`config.mk`:
```
export PLATFORM = sky130hd
export DESIGN_NAME = ioc_irq_ctrl
export DESIGN_NICKNAME = d
export VERILOG_FILES = /design/src/rtl/ioc_pkg.sv /design/src/rtl/ioc_sync.sv /design/src/rtl/ioc_detect.sv /design/src/rtl/ioc_flag_cap.sv /design/src/rtl/ioc_irq_drive.sv /design/src/rtl/ioc_irq_ctrl.sv
export SDC_FILE = /design/constraint.sdc
export NUM_CORES = 1
export LEC_CHECK = 0
export BUFFER_PORTS_ARGS = -buffer_cell sky130_fd_sc_hd__clkbuf_2
export CAP_MARGIN = 20
export CELL_PAD_IN_SITES_DETAIL_PLACEMENT = 1
export CELL_PAD_IN_SITES_GLOBAL_PLACEMENT = 1
export CORE_MARGIN = 2
export CORE_UTILIZATION = 35
export DETAILED_ROUTE_END_ITERATION = 6
export PLACE_DENSITY = 0.79
export SLEW_MARGIN = 20
export SYNTH_ARGS = -nofsm -noshare
export SYNTH_HDL_FRONTEND = slang
export SYNTH_HIERARCHICAL = 1
export SYNTH_SLANG_ARGS = --single-unit
```
`constraint.sdc`:
```
create_clock -name clk -period 2.6 [get_ports clk]
set_clock_uncertainty 0.05 [all_clocks]
set_input_delay 0.13 -clock clk [delete_from_list [all_inputs] [get_ports clk]]
set_output_delay 0.13 -clock clk [all_outputs]
set_load 0.1 [all_outputs]
```
`src/rtl/ioc_pkg.sv`:
```
// Shared types for the interrupt-on-change controller.
// Assumes nothing beyond being compiled before the modules that import it.
package ioc_pkg;

    // Drive style of the interrupt pin
    typedef enum logic [1:0] {
        DRV_ACT_LOW   = 2'd0,
        DRV_ACT_HIGH  = 2'd1,
        DRV_OPEN_DRN  = 2'd2
    } drive_e;

    // Open-drain overrides polarity
    function automatic drive_e drive_decode(input logic odrain, input logic pol);
        if (odrain)
            return DRV_OPEN_DRN;
        else if (pol)
            return DRV_ACT_HIGH;
        else
            return DRV_ACT_LOW;
    endfunction

endpackage

```
`src/rtl/ioc_sync.sv`:
```
// Multi-stage synchroniser for the raw port pins.
// Assumes STAGES >= 1. Every stage resets to zero synchronously.
module ioc_sync #(
    parameter int WIDTH  = 8,
    parameter int STAGES = 2
) (
    input  logic             clk,
    input  logic             rst_n,
    input  logic [WIDTH-1:0] d_i,
    output logic [WIDTH-1:0] q_o
);

    localparam int LAST = STAGES - 1;

    logic [WIDTH-1:0] stage_q [STAGES];

    // First stage samples the asynchronous pins
    always_ff @(posedge clk) begin
        if (!rst_n)
            stage_q[0] <= '0;
        else
            stage_q[0] <= d_i;
    end

    // Remaining stages form the resolution chain
    for (genvar g = 1; g < STAGES; g++) begin : g_stage
        always_ff @(posedge clk) begin
            if (!rst_n)
                stage_q[g] <= '0;
            else
                stage_q[g] <= stage_q[g-1];
        end
    end

    assign q_o = stage_q[LAST];

endmodule

```
`src/rtl/ioc_detect.sv`:
```
// Per-pin trigger detector.
// Keeps the previous synchronised value and produces a combinational
// hit vector: change mode compares with the previous cycle, default
// mode compares with the reference bit. Disabled pins never hit.
module ioc_detect #(
    parameter int WIDTH = 8
) (
    input  logic             clk,
    input  logic             rst_n,
    input  logic [WIDTH-1:0] sync_i,
    input  logic [WIDTH-1:0] en_i,
    input  logic [WIDTH-1:0] mode_i,
    input  logic [WIDTH-1:0] dflt_i,
    output logic [WIDTH-1:0] hit_o
);

    logic [WIDTH-1:0] prev_q;

    // Previous-cycle copy of the synchronised port
    always_ff @(posedge clk) begin
        if (!rst_n)
            prev_q <= '0;
        else
            prev_q <= sync_i;
    end

    // Per-pin trigger selection
    for (genvar i = 0; i < WIDTH; i++) begin : g_pin
        logic ref_bit;
        always_comb begin
            ref_bit  = mode_i[i] ? dflt_i[i] : prev_q[i];
            hit_o[i] = en_i[i] & (sync_i[i] ^ ref_bit);
        end
    end

endmodule

```
`src/rtl/ioc_flag_cap.sv`:
```
// Flag and capture registers.
// Loads the hit vector and a port snapshot only when nothing is pending.
// A read strobe clears the flags and wins over a same-cycle hit.
// The capture value survives the clear.
module ioc_flag_cap #(
    parameter int WIDTH = 8
) (
    input  logic             clk,
    input  logic             rst_n,
    input  logic [WIDTH-1:0] hit_i,
    input  logic [WIDTH-1:0] sync_i,
    input  logic             clr_i,
    output logic [WIDTH-1:0] flags_o,
    output logic [WIDTH-1:0] cap_o,
    output logic             pend_o
);

    logic any_hit;

    // Any enabled pin triggered this cycle
    assign any_hit = |hit_i;
    assign pend_o  = |flags_o;

    // Flags: clear first, otherwise load only when idle
    always_ff @(posedge clk) begin
        if (!rst_n)
            flags_o <= '0;
        else if (clr_i)
            flags_o <= '0;
        else if (!pend_o && any_hit)
            flags_o <= hit_i;
    end

    // Capture: snapshot taken together with the flag load
    always_ff @(posedge clk) begin
        if (!rst_n)
            cap_o <= '0;
        else if (!clr_i && !pend_o && any_hit)
            cap_o <= sync_i;
    end

endmodule

```
`src/rtl/ioc_irq_drive.sv`:
```
// Interrupt pin driver.
// Turns the pending state into a pin level and output enable.
// Purely combinational.
module ioc_irq_drive
    import ioc_pkg::*;
(
    input  logic pend_i,
    input  logic pol_i,
    input  logic odrain_i,
    output logic level_o,
    output logic oe_o
);

    drive_e mode;

    // Select the drive style, then the level and enable
    always_comb begin
        mode = drive_decode(odrain_i, pol_i);
        case (mode)
            DRV_OPEN_DRN: begin
                level_o = 1'b0;
                oe_o    = pend_i;
            end
            DRV_ACT_HIGH: begin
                level_o = pend_i;
                oe_o    = 1'b1;
            end
            default: begin
                level_o = ~pend_i;
                oe_o    = 1'b1;
            end
        endcase
    end

endmodule

```
`src/rtl/ioc_irq_ctrl.sv`:
```
// Interrupt-on-change controller top.
// Chain: synchroniser -> detector -> flag/capture -> pin driver.
// The port output is the synchronised value with per-bit inversion.
// Configuration inputs are assumed static relative to clk.
module ioc_irq_ctrl #(
    parameter int WIDTH       = 8,
    parameter int SYNC_STAGES = 2
) (
    input  logic             clk,
    input  logic             rst_n,
    input  logic [WIDTH-1:0] pin_in,
    input  logic [WIDTH-1:0] pin_en,
    input  logic [WIDTH-1:0] mode_sel,
    input  logic [WIDTH-1:0] dflt_val,
    input  logic [WIDTH-1:0] invert,
    input  logic             irq_pol,
    input  logic             irq_odrain,
    input  logic             cap_rd,
    input  logic             port_rd,
    output logic [WIDTH-1:0] flags_o,
    output logic [WIDTH-1:0] cap_o,
    output logic [WIDTH-1:0] port_o,
    output logic             irq_level_o,
    output logic             irq_oe_o
);

    logic [WIDTH-1:0] sync_q;
    logic [WIDTH-1:0] hit;
    logic             pend;
    logic             clr;

    // Either read strobe ends the pending interrupt
    assign clr    = cap_rd | port_rd;
    assign port_o = sync_q ^ invert;

    ioc_sync #(.WIDTH(WIDTH), .STAGES(SYNC_STAGES)) u_sync (
        .clk   (clk),
        .rst_n (rst_n),
        .d_i   (pin_in),
        .q_o   (sync_q)
    );

    ioc_detect #(.WIDTH(WIDTH)) u_detect (
        .clk    (clk),
        .rst_n  (rst_n),
        .sync_i (sync_q),
        .en_i   (pin_en),
        .mode_i (mode_sel),
        .dflt_i (dflt_val),
        .hit_o  (hit)
    );

    ioc_flag_cap #(.WIDTH(WIDTH)) u_flag (
        .clk     (clk),
        .rst_n   (rst_n),
        .hit_i   (hit),
        .sync_i  (sync_q),
        .clr_i   (clr),
        .flags_o (flags_o),
        .cap_o   (cap_o),
        .pend_o  (pend)
    );

    ioc_irq_drive u_drive (
        .pend_i   (pend),
        .pol_i    (irq_pol),
        .odrain_i (irq_odrain),
        .level_o  (irq_level_o),
        .oe_o     (irq_oe_o)
    );

endmodule

```
==> flow_summary.yaml <==
worst_setup_path:
  cp-startpoint: "u_sync/stage_q[1][0]$_SDFF_PN0_"
  worstPathMaxFanout: 9
  timing.rr.end: "u_flag/cap_o[0]$_SDFFE_PN0P_"
  timing.rr.start: "u_sync/stage_q[1][0]$_SDFF_PN0_"
  endpoint: "u_flag/cap_o[0]$_SDFFE_PN0P_"
  end_kind: "flop"
  r2r.worst_path.cells: 5
  cp.arrival_ns: 2.33
  start_kind: "flop"
  rrSetupSlack_ns: 0.43
  path_class: "flop to flop"
  required_ns: 2.76
clock_tree:
  cts_root_buf: "clkbuf_8"
  clk_pin_slew_ns: 0.08
  post_cts_buffers: 0
  cts_tree: "built"
  postCtsHoldBufs: 1
  cts_made_buffers: 5
  cts-resized-gates: 0
  clock_latency_ns: 0.29
  cts.sinks: 40
  cts.path.max_buffers: 2
  h-tree-depth: 2
pwr:
  p_int_mw: 1.039
  ir_drop_uv: 391.6
  power.share.clock_pct: 35.2
  p_sw_share_pct: 30.23
  seq_power_share_pct: 43.3
  powerDensity_nw_per_um2: 648.2
  comb_power_share_pct: 21.5
  total_leakage_power_nw: 1.125
  p_sw_mw: 0.4504
  power_mw: 1.490
global_route:
  overflow: 0
  grt_pass1_vias: 1468
  track_usage_pct: 15.23
  grt_max_degree: 42
  grt_pass1_wl_um: 6341
  antenna_found_initial: 0
synthesis:
  synth_area_per_cell_um2: 10.15
  netlist_area_um2: 1715
  synthDistinctLibCells: 19
  synth_seq_area_share_pct: 46.68
  synth_seq_cells: 40
  syn-num-nets: 215
  yosysWarningCount: 6
  synthCells: 169
placed_design:
  dp_hpwl_um: 2972
  place.gp.congestion: 0.7199
  io_buffers: 71
sta:
  setup_viol: 0
  max_freq_ghz: 0.4611
  finalHoldViolCount: 0
  rsz0062_at_grt: "no"
  worstMarginPinSlew_ns: 0.6388
  min_period_ns: 2.169
  tns_ns: 0
  finalCritPeriodShare_pct: 83.41
  slew_viol_final: 0
  relSlewSlack_pct: 57.42
job:
  maxCapViolCount: 0
hold_path:
  hold_class: "primary input to flop"
route:
  drt_iter0_markers: 62
  vias: 1455
  routed_wl_um: 3832
  routedWlPerCell_um: 12.13
  route.detailed.drc: 0
  dr.pass1.iters: 4
  avgViaCountPerCell: 4.604
  ant_nets: 0
finish:
  mostFrequentLayoutCells: "clkbuf_2 (71), dfxtp_1 (40), nand2_1 (26), mux2i_1 (24)"
  seqCellArea_um2: 800.8
  area.growth.synth_to_final_pct: 33.99
  n_fill_cell: 555
  fin_nets: 294
  multiInputGateArea_um2: 848.3
  final_common_cell: "clkbuf_2"
  drive_above_1_share_pct: 39.36
  diodes: 0
floorplanning:
  die-area_um2: 5477
  die-width_um: 74.01
  io_pins: 72
  std_cell_rows: 25
  initial_utilization_pct: 36.32
  design.core.area_um2: 4723
  dieHeight_um: 74.01
status:
  status: "finished clean"
[cell families after synthesis]
group | Yosys count | synth area share [%]
flops | 40 | 46.68
simple gates | 65 | 22.76
xor+xnor | 9 | 4.595
mux | 24 | 14.00
compound gates | 17 | 7.951
buf+inv | 14 | 4.011
[registers in the layout (all words and copies together) (netlist names)]
register         count
u_flag/flags_o       8
u_flag/cap_o         8
u_detect/prev_q      8
u_sync/stage_q      16
[worst min-delay path by stage]
stage / startpoint / to / slack (ns) / depth (start not counted)
floorplan: rst_n / u_detect/prev_q[1]$_SDFF_PN0_ / 0.20 / 1
global placement: pin_in[7] / u_sync/stage_q[0][7]$_SDFF_PN0_ / 0.30 / 2
detailed placement: pin_in[6] / u_sync/stage_q[0][6]$_SDFF_PN0_ / 0.30 / 2
CTS: pin_in[2] / u_sync/stage_q[0][2]$_SDFF_PN0_ / 0.0003 / 2
global route: pin_in[4] / u_sync/stage_q[0][4]$_SDFF_PN0_ / 0.002 / 2
finish: pin_in[4] / u_sync/stage_q[0][4]$_SDFF_PN0_ / 0.008 / 2
[metal layers]
layer | vias to the layer above | wire length (µm) | global-route usage [%]
li1 | 723 | - | -
met1 | 683 | 1561 | 16.22
met2 | 45 | 1959 | 27.68
met3 | 4 | 277 | 5.827
met4 | 0 | 34 | 4.848
met5 | - | 0 | 0
[Yosys cell counts]
| cell | instances | area share (%) |
|---|---|---|
| nand2_1 | 26 | 5.7 |
| buf_6 | 2 | 1.3 |
| mux2i_1 | 24 | 14 |
| nor2_1 | 1 | 0.22 |
| xor2_1 | 9 | 4.6 |
| dfxtp_1 | 40 | 47 |
| inv_1 | 9 | 2.0 |
| or2_1 | 1 | 0.36 |
| nand2b_1 | 9 | 3.3 |
| nor4_4 | 2 | 2.5 |
| or4_1 | 1 | 0.44 |
| clkbuf_1 | 2 | 0.44 |
| buf_2 | 1 | 0.29 |
| o2111ai_4 | 1 | 1.5 |
| or4_4 | 1 | 0.66 |
| a21oi_1 | 8 | 2.3 |
| o2111ai_1 | 8 | 4.1 |
| and2_2 | 12 | 5.3 |
| and2_1 | 12 | 4.4 |
[stage by stage]
| step | instances | utilization [%] | cell area [µm²] | setup slack (ns) | hold WS [ns] |
|---|---|---|---|---|---|
| 6_report | 316 | 48.66 | 2298 | 0.4312 | 0.007967 |
| 3_5_place_dp | 304 | 45.25 | 2137 | 0.4502 | 0.3040 |
| 4_1_cts | 313 | 48.03 | 2268 | 0.4117 | 0.0002959 |
| 5_1_grt | 316 | 48.66 | 2298 | 0.2565 | 0.001876 |
| 3_3_place_gp | 304 | 45.25 | 2137 | 0.5424 | 0.3004 |
| 2_1_floorplan | 169 | - | 1718 | 0.01417 | 0.2017 |
[worst max-delay path: stages, from the launching register on]
cell and delay, ns:
dfxtp_1 0.40, nand2b_1 0.13, mux2i_1 0.09, or4_1 0.71
o2111ai_4 0.47, mux2i_1 0.24
[power groups by stage]
stage / clock [mW] / sequential [mW] / combinational [mW]
CTS: 0.540 / 0.645 / 0.320
global route: 0.577 / 0.648 / 0.342
floorplan: 0 / 0.689 / 0.215
global placement: 0 / 0.658 / 0.311
detailed placement: 0 / 0.660 / 0.317
finish: 0.524 / 0.645 / 0.321
[final cells by class]
type / instances / area share (%)
clock buffers: 6 / 3.593
flip-flops and latches: 40 / 34.84
multi-input cells: 115 / 36.91
repair buffers: 77 / 17.86
clock inverters: 2 / 1.688
well taps: 67 / 3.647
inverters: 9 / 1.470
No activity file was read; power rests on OpenSTA's default activity.
